==> src/rtl/sas_pkg.sv <==
package sas_pkg;
  typedef enum logic {
    ST_SEARCH = 1'b0,
    ST_LOCK   = 1'b1
  } sas_state_e;
endpackage

==> src/rtl/sas_sync.sv <==
module sas_sync #(
  parameter int unsigned STAGES = 2,
  parameter int unsigned W      = 2
) (
  input  logic         clk,
  input  logic         rst_n,
  input  logic [W-1:0] d,
  output logic [W-1:0] q
);
  logic [STAGES-1:0][W-1:0] stg;

  always_ff @(posedge clk or negedge rst_n) begin
    if (!rst_n) begin
      stg <= '0;
    end else begin
      stg[0] <= d;
      for (int i = 1; i < STAGES; i++) stg[i] <= stg[i-1];
    end
  end

  assign q = stg[STAGES-1];
endmodule

==> src/rtl/sas_settle_timer.sv <==
module sas_settle_timer #(
  parameter int unsigned COUNT = 64,
  localparam int unsigned CW   = $clog2(COUNT + 1)
) (
  input  logic clk,
  input  logic rst_n,
  input  logic load,
  output logic done
);
  localparam logic [CW-1:0] RELOAD = CW'(COUNT);
  logic [CW-1:0] cnt;

  always_ff @(posedge clk or negedge rst_n) begin
    if (!rst_n)          cnt <= RELOAD;
    else if (load)       cnt <= RELOAD;
    else if (cnt != '0)  cnt <= cnt - 1'b1;
  end

  assign done = (cnt == '0);

  // the settle count never leaves its programmed range
  p_count_bound_r2: assert property (@(posedge clk) disable iff (!rst_n)
    cnt <= RELOAD);
endmodule

==> src/rtl/sas_trial_step.sv <==
module sas_trial_step #(
  parameter int unsigned WIDTH = 8,
  localparam int unsigned PW   = $clog2(WIDTH)
) (
  input  logic [WIDTH-1:0] word,
  input  logic [PW-1:0]    bitpos,
  input  logic             too_big,
  output logic [WIDTH-1:0] next_word
);
  localparam logic [WIDTH-1:0] ONE = WIDTH'(1);
  logic [WIDTH-1:0] cur_mask;
  logic [WIDTH-1:0] low_mask;

  always_comb begin
    cur_mask = ONE << bitpos;
    low_mask = cur_mask >> 1;
    if (too_big) next_word = (word & ~cur_mask) | low_mask;
    else         next_word = word | low_mask;
  end
endmodule

==> src/rtl/cap_sa_selector.sv <==
module cap_sa_selector #(
  parameter int unsigned WIDTH         = 8,
  parameter int unsigned SETTLE_CYCLES = 64,
  parameter int unsigned SYNC_STAGES   = 2,
  localparam int unsigned PW           = $clog2(WIDTH)
) (
  input  logic             clk,
  input  logic             rst_n,
  input  logic             over_i,
  input  logic             under_i,
  output logic [WIDTH-1:0] sel_word_o,
  output logic             locked_o,
  output logic             restart_o
);
  import sas_pkg::*;

  localparam logic [WIDTH-1:0] TOP_WORD = {1'b1, {(WIDTH-1){1'b0}}};
  localparam logic [PW-1:0]    TOP_POS  = PW'(WIDTH - 1);

  sas_state_e       state;
  logic [PW-1:0]    bitpos;
  logic [1:0]       flags_s;
  logic             over_s, under_s, any_s;
  logic             tmr_done, tmr_load;
  logic [WIDTH-1:0] step_word;

  sas_sync #(.STAGES(SYNC_STAGES), .W(2)) u_sync (
    .clk(clk), .rst_n(rst_n), .d({over_i, under_i}), .q(flags_s)
  );
  assign over_s  = flags_s[1];
  assign under_s = flags_s[0];
  assign any_s   = over_s | under_s;

  assign tmr_load = (state == ST_LOCK) || tmr_done;

  sas_settle_timer #(.COUNT(SETTLE_CYCLES)) u_timer (
    .clk(clk), .rst_n(rst_n), .load(tmr_load), .done(tmr_done)
  );

  // over wins when both flags are set
  sas_trial_step #(.WIDTH(WIDTH)) u_step (
    .word(sel_word_o), .bitpos(bitpos), .too_big(over_s), .next_word(step_word)
  );

  always_ff @(posedge clk or negedge rst_n) begin
    if (!rst_n) begin
      state      <= ST_SEARCH;
      sel_word_o <= TOP_WORD;
      bitpos     <= TOP_POS;
      locked_o   <= 1'b0;
      restart_o  <= 1'b0;
    end else begin
      restart_o <= 1'b0;
      case (state)
        ST_SEARCH: begin
          if (tmr_done) begin
            if (!any_s) begin
              state    <= ST_LOCK;
              locked_o <= 1'b1;
            end else if (bitpos == '0) begin
              sel_word_o <= TOP_WORD;
              bitpos     <= TOP_POS;
              restart_o  <= 1'b1;
            end else begin
              sel_word_o <= step_word;
              bitpos     <= bitpos - 1'b1;
            end
          end
        end
        ST_LOCK: begin
          if (any_s) begin
            state      <= ST_SEARCH;
            locked_o   <= 1'b0;
            sel_word_o <= TOP_WORD;
            bitpos     <= TOP_POS;
          end
        end
        default: state <= ST_SEARCH;
      endcase
    end
  end

  // the all-zero code is never driven
  p_nonzero_word_r9: assert property (@(posedge clk) disable iff (!rst_n)
    sel_word_o != '0);
  // a restart always presents the top code, for one cycle only
  p_restart_top_r7: assert property (@(posedge clk) disable iff (!rst_n)
    restart_o |-> (sel_word_o == TOP_WORD && !locked_o));
  p_restart_pulse_r7: assert property (@(posedge clk) disable iff (!rst_n)
    restart_o |=> !restart_o);
  // no word change while the settle interval runs
  p_hold_settle_r2: assert property (@(posedge clk) disable iff (!rst_n)
    (state == ST_SEARCH && !tmr_done) |=> $stable(sel_word_o));
  // word frozen while lock is kept
  p_hold_lock_r5: assert property (@(posedge clk) disable iff (!rst_n)
    (locked_o && !any_s) |=> ($stable(sel_word_o) && locked_o));
  // a flag seen while locked drops lock and reloads the top code
  p_resume_r8: assert property (@(posedge clk) disable iff (!rst_n)
    (locked_o && any_s) |=> (!locked_o && sel_word_o == TOP_WORD));
endmodule

==> config.mk <==
export PLATFORM = sky130hd
export DESIGN_NAME = cap_sa_selector
export DESIGN_NICKNAME = d
export VERILOG_FILES = /design/src/rtl/sas_pkg.sv /design/src/rtl/sas_sync.sv /design/src/rtl/sas_settle_timer.sv /design/src/rtl/sas_trial_step.sv /design/src/rtl/cap_sa_selector.sv
export SDC_FILE = /design/constraint.sdc
export NUM_CORES = 1
export LEC_CHECK = 0
export ABC_CLOCK_PERIOD_IN_PS = 1900
export CORE_AREA = 10 10 60 67
export CTS_CLUSTER_SIZE = 28
export DETAILED_ROUTE_END_ITERATION = 8
export DIE_AREA = 0 0 70 77
export PLACE_DENSITY = 0.68
export SLEW_MARGIN = 20
export SYNTH_ARGS = -nofsm -noshare
export SYNTH_HDL_FRONTEND = slang
export SYNTH_SLANG_ARGS = --single-unit
==> constraint.sdc <==
create_clock -name clk -period 1.9 [get_ports clk]
set_input_delay 0.19 -clock clk [delete_from_list [all_inputs] [get_ports clk]]
set_output_delay 0.19 -clock clk [all_outputs]
set_load 0.05 [all_outputs]
# Word-level counts from Yosys, hierarchy flattened
# Cells that the tools add are included.
# totals
ff_bits	25
in_bits	4
output_inout_bits	10
# classes
n_addsub	2
eq_ne	4
shift	1
mux	24
bitwise	6
n_reduce_logical	7
# ops
operator	n
$mux 8	5
$or 8x7->8	2
$pmux 8 s2	1
$mux 7	2
$mux 3	4
$mux 1	9
$and 8x8->8	1
$not 8->8	1
$shl 1x3->8 const A	1
$logic_not 7->1	1
$reduce_bool 7->1	1
$sub 7x1->7 const B	1
$ne 2x2->1 const B	3
$pmux 3 s2	1
$reduce_and 3->1	2
$pmux 1 s2	2
$logic_not 3->1	1
$sub 3x1->3 const B	1
$ne 2x1->1 const B	1
$reduce_bool 2->1	1
$logic_or 1x1->1	1
$not 1->1	1
$or 1x1->1	1

# Depth between registers and ports, before layout
# Gate-level depths: netlist of the first run.
# depth
ltp_word	9
mapped_depth	5
ltp_nobuf	5

# By module
# A second synthesis of the first run with hierarchy kept.
# unflattened
hier_cells	120
area_unflattened_um2	1214.9
# by_module_without_submodules
module	n_inst	cells_per_inst	area_each_um2	seq_area_each_um2
cap_sa_selector	1	49	601.8	355.3
sas_settle_timer	1	37	362.8	176.4
sas_trial_step	1	28	135.1	0.0
sas_sync	1	6	115.1	100.1

# Least setup slack after synthesis of the first run
# No wires, ideal clock.
# synth_timing
path_type	reg2reg
startpoint	reg u_timer.cnt[2]
endpoint	reg sel_word_o[7]
arrival_time_ns	1.672
required_ns	1.819
path_slack_ns	0.147
stages_incl_launch_ff	5
period_less_slack_ns	1.753
path_cell_list	dfrtp_1 or4_1 buf_2 or4_4 o2111ai_2
# synth_via
elab_chain_len	3
# synth_rtl
item	line_no	text
from (decl)	sas_settle_timer.sv:11	logic [CW-1:0] cnt;
from (signal assigned)	sas_settle_timer.sv:16	else if (cnt != '0) cnt <= cnt - 1'b1;
$logic_not 7->1	sas_settle_timer.sv:19	assign done = (cnt == '0);
$ne 2x2->1 (no source line)	-	
$reduce_and 3->1 (no source line)	-	
to (signal assigned)	cap_sa_selector.sv:65	sel_word_o <= step_word;
to (decl)	cap_sa_selector.sv:11	output logic [WIDTH-1:0] sel_word_o,
# Every way passes these cells.
# A chain may end at the register's enable or synchronous reset.

# Final worst setup path of the first run
# layout_timing
startpoint	reg sel_word_o[5]
endpoint	out sel_word_o[5]
# No word-level cell between the ends.

==> flow_summary.json, run 1 <==
{
  "status": "complete, no violations",
  "swShare_pct": 38.4,
  "crit_buf_inv": 1,
  "internal_power_mw": 1.09,
  "hold_path.class": "input pin to async pin",
  "placed_cell_area_um2": 1510,
  "port_buffers": 13,
  "clockRootBuffer": "clkbuf_4",
  "dr.pass1.iters": 6,
  "wirelength_um": 2660,
  "fillers": 248,
  "cts_buffers": 3,
  "fin_crit_ns": 1.74,
  "crit_fanout": 3,
  "yosysWarningCount": 0,
  "p_leak_nw": 0.646,
  "pwr-share-clk_pct": 13.1,
  "critPathLaunchType": "register",
  "layout.cells.non_filler": 177,
  "routabilityCongestion": 0.801,
  "slew_headroom_pct": 66.7,
  "diodes": 0,
  "finalWorstSetupSlack_ns": 0.160,
  "seqPwrFrac_pct": 44.9,
  "io-pin-count": 14,
  "die_height_um": 77,
  "synth_flop_cell": "dfrtp_1",
  "crit_required_ns": 1.71,
  "placed_cells": 172,
  "tns_ns": 0,
  "grtUsageTotal_pct": 10.2,
  "vdd_ir_drop_max_mv": 0.597,
  "syn_area_um2": 1280,
  "synth_common_cells": "dfrtp_1 (20), inv_1 (11), ha_1 (7), nor2_1 (7)",
  "postSynthAreaPerCell_um2": 10.6,
  "first_iter_violations": 62,
  "clockBufferDepth": 2,
  "syn_nets": 131,
  "ys_types": 39,
  "cpMaxStageDelayCell": "clkdlybuf4s50_1",
  "crit_family": "buffers and inverters",
  "synthTopCellsByArea": "dfrtp_1 (39%), dfstp_2 (10%), ha_1 (6.9%), o32ai_1 (3.4%), inv_1 (3.2%)",
  "ys_seq_elements": 25,
  "dp_slack_ns": 0.0604,
  "nets": 156,
  "synth_edf_count": 0,
  "dieArea_um2": 5390,
  "crit_chain": "clkdlybuf4s50_1",
  "critPathArrivalTime_ns": 1.55,
  "finalSetupViolCount": 0,
  "async_reset_ff_share_pct": 100,
  "path_clk_slew_ns": 0.13,
  "tritoncts": "built",
  "cpPeakStageDelay_ns": 0.82,
  "cts_sinks": 25,
  "post-route-util_pct": 57.1,
  "drv_slew": 0,
  "drv_cap": 0,
  "detail-route-antenna-nets": 0,
  "gr-total-overflow": 0,
  "ys_seq_area_share_pct": 49.5,
  "cts_htree_levels": 1,
  "grt_max_degree": 26,
  "syn_inst": 120,
  "core_area_um2": 2700,
  "worst_pin_slew_ns": 0.498,
  "synth_top_area_share_pct": 39.2,
  "via_per_inst": 5.56,
  "wire_per_inst_um": 15.0,
  "die_w_um": 70,
  "clock_latency_ns": 0.31,
  "syn_to_final_growth_pct": 20.8,
  "grt_pass1_wl_um": 4660,
  "drc": 0,
  "combinationalPowerShare_pct": 42.0,
  "yosys.cell_count.top_type": "dfrtp_1",
  "cts_hold_buf": 0,
  "initial_core_util_pct": 47.3,
  "antenna_found_initial": 0,
  "period_share_pct": 91.6,
  "grt_pass1_vias": 1025,
  "path_class": "register to output port",
  "hold_viol_final": 0,
  "worst_setup_path_end_kind": "output port",
  "stdcell_area_um2": 1540,
  "max_freq_mhz": 575,
  "yosys.area.top_type": "dfrtp_1",
  "switchingPower_uw": 677,
  "clock-skew-final_ns": 0.00737,
  "drive_gt1_share_pct": 20.1,
  "p_total_mw": 1.76,
  "p_per_area_nw_per_um2": 1140,
  "rsz0062_at_grt": "no",
  "via_count": 984,
  "rows": 20,
  "holdWs_ns": 0.219,
  "hpwlAfterDp_um": 1940
}
final timing paths:
path	slack, ns	cells after the start	start	to
worst min-delay path	0.22	2	rst_n	sel_word_o[3]
min in group clk	0.31	1	under_i	u_sync.stg[0]
worst max-delay path	0.16	1	sel_word_o[5]	sel_word_o[5]
worst max register to register	0.16	3	u_timer.cnt[5]	sel_word_o[7]
max in group asynchronous	1.38	2	rst_n	u_timer.cnt[6]
worst min register to register	0.36	0	u_sync.stg[1]	u_sync.q[1]
sequential cells by signal, summed over array words and instances, names as in the netlist:
| signal | cells |
|---|---|
| locked_o | 1 |
| sel_word_o | 8 |
| u_sync.stg | 2 |
| bitpos | 3 |
| restart_o | 1 |
| u_timer.cnt | 7 |
| u_sync.q | 2 |
| state | 1 |
cells in the final DEF (no fill, tap or decap), types with 3 or more instances in the layout:
master           count
a21oi_1              5
nand2_1              4
ha_1                 7
nor2b_1              4
nand3_1              4
a22oi_1              3
clkbuf_4             3
o32ai_1              5
clkdlybuf4s50_1     12
inv_1               11
or2_2                3
nand3b_1             4
dfstp_2              5
buf_4               12
nor2_1               7
o21ai_0              3
dfrtp_1             20
cell type report:
type / count / area [µm²] / share of cell area (%)
Clock buffer: 4 / 26.3 / 1.70
Multi-Input combinational cell: 80 / 592 / 38.4
Sequential cell: 25 / 632 / 41.0
Tap cell: 33 / 41.3 / 2.68
Inverter: 11 / 41.3 / 2.68
Timing Repair Buffer: 24 / 210 / 13.6
power by group through the flow:
stage               sequential, mW  clock [mW]  combinational, mW
floorplan                    0.882           0              0.409
global placement             0.789           0              0.713
detailed placement           0.797           0              0.737
CTS                          0.787       0.238              0.741
global route                 0.809       0.262              0.840
finish                       0.792       0.231              0.742
what timing repair did:
item	CTS	global route
setup endpoints to repair	0	7
resized for setup	0	3
setup buffers	0	1
logic make-up (layout without fill, tap and decap cells):
family,count (synthesis),in the layout,synth area share (%)
flip-flops,25,25,49.5
AND/OR/NAND/NOR,42,42,19.6
AO/OA/AOI/OAI,28,28,17.5
XOR/XNOR,3,3,2.06
buffers and inverters,15,39,4.50
adder cells (fa/ha/maj),7,7,6.86
layer usage:
layer | part of all wire, % | vias up | global-route usage (%)
met1 | 45 | 475 | 12.1
met4 | 1.1 | 0 | 4.15
met2 | 50 | 21 | 16.9
met5 | 0 | - | 0
met3 | 4.1 | 4 | 2.70
li1 | - | 484 | -
Note: power is estimated with default switching activity, not from simulation.
==> inputs of run 2 (changes only) <==
CAP_MARGIN = 20   (was unset)
HOLD_SLACK_MARGIN = 0.15   (was unset)
==> results of run 2 <==
Same layout as run 1: the final DEF is identical, and so are final timing and power.
